==> config.mk <==
export PLATFORM = sky130hd
export DESIGN_NAME = therm_gray_encoder
export DESIGN_NICKNAME = d
export VERILOG_FILES = /design/src/rtl/therm_to_gray.sv /design/src/rtl/gray_capture.sv /design/src/rtl/gray_to_bin_stage.sv /design/src/rtl/therm_gray_encoder.sv
export SDC_FILE = /design/constraint.sdc
export NUM_CORES = 1
export LEC_CHECK = 0
export BUFFER_PORTS_ARGS = -buffer_cell sky130_fd_sc_hd__buf_2
export CORE_AREA = 5 5 42 44
export CTS_CLUSTER_SIZE = 40
export DETAILED_ROUTE_END_ITERATION = 6
export DIE_AREA = 0 0 47 49
export HOLD_SLACK_MARGIN = 0.1
export PLACE_DENSITY_LB_ADDON = 0.15
export SLEW_MARGIN = 20
export SYNTH_ARGS = -nofsm -noshare
export SYNTH_HDL_FRONTEND = slang
export SYNTH_SLANG_ARGS = --single-unit
export TNS_END_PERCENT = 30
==> constraint.sdc <==
create_clock -name clk -period 1.15 [get_ports clk]
set_clock_uncertainty 0.1 [all_clocks]
set_input_delay 0.23 -clock clk [delete_from_list [all_inputs] [get_ports clk]]
set_output_delay 0.23 -clock clk [all_outputs]
set_load 0.1 [all_outputs]
==> src/rtl/therm_to_gray.sv <==
module therm_to_gray #(
    parameter int NBITS = 3,
    localparam int NTHERM = (1 << NBITS) - 1
) (
    input  logic [NTHERM-1:0] therm,
    output logic [NBITS-1:0]  gray
);

    // Each thermometer position p = s*odd feeds only the Gray bit whose
    // step s is the largest power of two dividing p.
    always_comb begin
        gray = '0;
        for (int j = 0; j < NBITS; j++) begin
            for (int m = 0; m < NTHERM; m++) begin
                int  p_on;
                int  p_off;
                logic on_bit;
                logic off_bit;
                p_on    = (1 << j) * (4 * m + 1);
                p_off   = (1 << j) * (4 * m + 3);
                on_bit  = 1'b0;
                off_bit = 1'b0;
                if (p_on <= NTHERM) on_bit = therm[p_on-1];
                if (p_off <= NTHERM) off_bit = therm[p_off-1];
                gray[j] = gray[j] | (on_bit & ~off_bit);
            end
        end
    end

endmodule

==> src/rtl/gray_capture.sv <==
module gray_capture #(
    parameter int NBITS = 3
) (
    input  logic             clk,
    input  logic             rst_n,
    input  logic [NBITS-1:0] gray_d,
    input  logic             load,
    output logic [NBITS-1:0] gray_q,
    output logic             gray_vld
);

    always_ff @(posedge clk) begin
        if (!rst_n) begin
            gray_q   <= '0;
            gray_vld <= 1'b0;
        end else begin
            gray_vld <= load;
            if (load) gray_q <= gray_d;
        end
    end

endmodule

==> src/rtl/gray_to_bin_stage.sv <==
module gray_to_bin_stage #(
    parameter int NBITS = 3
) (
    input  logic             clk,
    input  logic             rst_n,
    input  logic [NBITS-1:0] gray,
    input  logic             load,
    output logic [NBITS-1:0] bin_q,
    output logic             bin_vld
);

    logic [NBITS-1:0] bin_d;

    assign bin_d[NBITS-1] = gray[NBITS-1];

    generate
        for (genvar j = NBITS - 2; j >= 0; j--) begin : g_chain
            assign bin_d[j] = bin_d[j+1] ^ gray[j];
        end
    endgenerate

    always_ff @(posedge clk) begin
        if (!rst_n) begin
            bin_q   <= '0;
            bin_vld <= 1'b0;
        end else begin
            bin_vld <= load;
            if (load) bin_q <= bin_d;
        end
    end

endmodule

==> src/rtl/therm_gray_encoder.sv <==
module therm_gray_encoder #(
    parameter int NBITS = 3,
    localparam int NTHERM = (1 << NBITS) - 1
) (
    input  logic              clk,
    input  logic              rst_n,
    input  logic [NTHERM-1:0] therm_in,
    input  logic              in_valid,
    output logic [NBITS-1:0]  bin_out,
    output logic              out_valid
);

    logic [NBITS-1:0] gray_comb;
    logic [NBITS-1:0] gray_reg;
    logic             gray_vld;

    therm_to_gray #(.NBITS(NBITS)) u_t2g (
        .therm (therm_in),
        .gray  (gray_comb)
    );

    gray_capture #(.NBITS(NBITS)) u_gcap (
        .clk      (clk),
        .rst_n    (rst_n),
        .gray_d   (gray_comb),
        .load     (in_valid),
        .gray_q   (gray_reg),
        .gray_vld (gray_vld)
    );

    gray_to_bin_stage #(.NBITS(NBITS)) u_g2b (
        .clk     (clk),
        .rst_n   (rst_n),
        .gray    (gray_reg),
        .load    (gray_vld),
        .bin_q   (bin_out),
        .bin_vld (out_valid)
    );

endmodule

# Word level (Yosys, flattened, before mapping)
# Index checks and enable logic that the tools add are counted.
dict set report classes {
  bitwise 9
}
# operator n
set op_table {}
lappend op_table {{$and A1 B1 Y1} 3}
lappend op_table {{$not A1 Y1} 3}
lappend op_table {{$xor A1 B1 Y1} 2}
lappend op_table {{$or A1 B1 Y1} 1}
dict set report totals {
  input_bits 10
  regBits 8
  out_inout_bits 4
}

# Depth between registers and ports, before layout
dict set report logic_depth {
  depth_word 3
  ltp_mapped 3
  depth_no_buf 3
}

# Cells and area by module
# A second synthesis with hierarchy kept.
dict set report unflattened {
  cells_unflattened 30
  hier_area_um2 329.1
}
# module area_per_inst_um2 cells_per_inst seq_area_each_um2 n_inst
set by_module_without_submodules {}
lappend by_module_without_submodules {gray_to_bin_stage 158.9 14 80.1 1}
lappend by_module_without_submodules {gray_capture 136.4 11 80.1 1}
lappend by_module_without_submodules {therm_to_gray 33.8 5 0.0 1}

# Least setup slack after synthesis
# OpenSTA, ideal clock, no wires.
dict set report synth_path {
  kind {reg-to-reg}
  from {register, netlist name u_g2b.bin_q[2]}
  to {register u_g2b.bin_q[2]}
  required_time_ns 0.983
  setup_time_ns 0.067
  arrival_ns 1.194
  setup_slack_ns -0.211
  path_stages_with_launch 3
  synth_period_minus_slack_ns 1.361
  n_path_buf 0
  path_cell_list {dfxtp_1 -> mux2i_1 -> nor2b_1}
}
# item line_no
set synth_lines {}
lappend synth_lines {{end signal, assigned} gray_to_bin_stage.sv:28} ;# if (load) bin_q <= bin_d;
lappend synth_lines {{end, declared} gray_to_bin_stage.sv:8} ;# output logic [NBITS-1:0] bin_q,

# Worst setup path in the final report
dict set report layout_path {
  from {register u_g2b.bin_vld}
  to {output out_valid}
}
# item line_no
set layout_lines {}
lappend layout_lines {{start, declared} gray_to_bin_stage.sv:9} ;# output logic bin_vld
lappend layout_lines {{start signal, assigned} gray_to_bin_stage.sv:27} ;# bin_vld <= load;
lappend layout_lines {{end, declared} therm_gray_encoder.sv:10} ;# output logic out_valid
# No word-level cell between the ends.

==> flow_metrics.tcl <==
set metrics [dict create \
    dp_hpwl_um 484 \
    end_kind "output pin" \
    period_share_pct 96.4 \
    ys.flop_type "dfxtp_1" \
    antenna_found_initial 0 \
    period_needed_ns 1.11 \
    critPathMaxFanout 1 \
    core_um2 1400 \
    path_clk_slew_ns 0.05 \
    place.gp.congestion 0.670 \
    ant_nets 0 \
    tritoncts.num_buffers 3 \
    cp-start-kind "flop" \
    required_ns 0.82 \
    totalWireLength_um 614 \
    vias 268 \
    synthCells 30 \
    drtIter0Drc 1 \
    synthArstFlopShare_pct 0 \
    drc 0 \
    fp.dieW_um 47 \
    path_class "flop to output pin" \
    cts_tree "yes" \
    via_per_inst 4.39 \
    ys_seq_area_share_pct 51.6 \
    area_growth_pct 52.8 \
    insertedDiodeCount 0 \
    drt_first_pass_iters 3 \
    timing.critical_path.buf_inv 1 \
    post-cts-setup-buffers 0 \
    top_layer_used "met4" \
    synth_seq_cells 8 \
    power_density_nw_per_um2 1350 \
    grt_pass1_wl_um 972 \
    crit_family "flip-flops" \
    synth_warnings 0 \
    min_path_type "primary input to flop" \
    htreeDepth 1 \
    cap_violations 0 \
    wl_met1_um 234 \
    finalHoldViolations 0 \
    cts.path.max_buffers 2 \
    setup_viol 0 \
    rows 14 \
    leakagePower_nw 0.215 \
    relSlewSlack_pct 84.6 \
    max-vdd-ir-drop_v 0.000552 \
    critPathSlowestCell "dfxtp_1" \
    rsz0062_at_grt "false" \
    numPortBuffers 13 \
    synth_fp_nets 40 \
    wl_met3_um 71 \
    clockRootBuffer "clkbuf_4" \
    drive_above_1_share_pct 42.2 \
    routed-wl-met2_um 302 \
    status "completed" \
    dieArea_um2 2300 \
    max_freq_mhz 902 \
    slowest_delay_ns 0.35 \
    nets 57 \
    ys_types 14 \
    grt_pass1_vias 242 \
    netlist_area_um2 310 \
    routedWlPerCell_um 10.1 \
    cts_sinks 8 \
    whs_ns 0.141 \
    die_y_um 49 \
    worst_pin_slew_ns 0.229 \
    synth_edf_count 0 \
    io_pins 14 \
    synth.avg_cell_area_um2 10.3 \
    grt_use_total_pct 6.16 \
    clkLatencyLatePin_ns 0.25 \
    power_mw 0.642 \
    drv_slew 0 \
    grt_overflow 0 \
    initial_utilization_pct 22.1 \
    grt_max_degree 11 \
    crit_chain "buf_12" \
    arrival_ns 0.78 \
    final_core_util_pct 33.8 \
]
[state kept, by name, indices dropped and copies added (netlist names)]
| name | cells |
|---|---|
| u_gcap.gray_q | 3 |
| u_g2b.bin_vld | 1 |
| u_g2b.bin_q | 3 |
| u_gcap.gray_vld | 1 |
[layer usage]
metal  global-route usage (%)  vias up
met2                     8.60        9
met1                     6.03      123
met3                     2.58        2
met5                        0        -
li1                         -      134
met4                     6.91        0
[layout make-up]
type                    instances  area (um2)
flip-flops and latches          8         164
clock buffers                   3        22.5
repair buffers                 13         125
well taps                      16        20.0
multi-input cells              18         131
fillers                       156         927
inverters                       3        11.3
[cell usage in the layout (no fill, tap or decap)]
cell type and n:
nand3b_1 2, dfxtp_1 5, and2_1 3, inv_1 3
xnor2_1 1, o211a_1 2, nand4_1 1, o221ai_1 1
dfxtp_2 3, clkbuf_4 3, nand2_1 2, buf_12 4
nor2b_1 2, o22ai_1 1, o211ai_1 1, buf_2 9
mux2i_1 2
[timing repair]
| item | 4_1_cts | 5_1_grt |
|---|---|---|
| hold buffers | 0 | 0 |
| resized for setup | 1 | 0 |
| setup endpoints to repair | 1 | 0 |
[cell usage after synthesis (2+ instances only)]
cell type	instances	area (um2)
dfxtp_1	8	160
and2_1	3	18.8
inv_1	3	11.3
mux2i_1	2	20.0
nand2_1	2	7.51
nand3b_1	2	15.0
nor2b_1	2	12.5
o211a_1	2	20.0
[cells by family after synthesis]
| kind of cell | Yosys count | share of synthesized area [%] |
|---|---|---|
| AOI/OAI and AO/OA | 5 | 13.7 |
| xor gates and xnor gates | 1 | 2.82 |
| buffers and inverters | 4 | 6.05 |
| DFF | 8 | 51.6 |
| muxes | 2 | 6.45 |
| and+or+nand+nor | 10 | 19.4 |
[power breakdown]
group	total [mW]	internal (mW)	switching, mW
logic	0.124	0.0536	0.0709
clock network	0.210	0.119	0.0906
registers	0.308	0.293	0.0141
[path summary, 6_finish.rpt]
| kind | startpoint | to | slack (ns) | depth (start not counted) |
|---|---|---|---|---|
| hold / removal | therm_in[3] | u_gcap.gray_q[2]$_SDFFE_PN0P_ | 0.14 | 3 |
| setup / recovery | u_g2b.bin_vld$_SDFF_PN0_ | out_valid | 0.04 | 1 |
| hold reg to reg | u_g2b.bin_q[1]$_SDFFE_PN0P_ | u_g2b.bin_q[1]$_SDFFE_PN0P_ | 0.41 | 1 |
| setup reg to reg | u_gcap.gray_q[2]$_SDFFE_PN0P_ | u_g2b.bin_q[1]$_SDFFE_PN0P_ | 0.20 | 3 |
[per-stage QoR]
| step | TNS (ns) | std cells | cell area [um2] | setup WS (ns) |
|---|---|---|---|---|
| after floorplan | -0.338 | 30 | 313 | -0.144 |
| after global placement | 0 | 58 | 450 | 0.210 |
| after detailed placement | 0 | 58 | 450 | 0.205 |
| after CTS | 0 | 61 | 474 | 0.0247 |
| after global routing | 0 | 61 | 474 | 0.0165 |
| final | 0 | 61 | 474 | 0.0413 |
(Power assumes the default switching activity.)
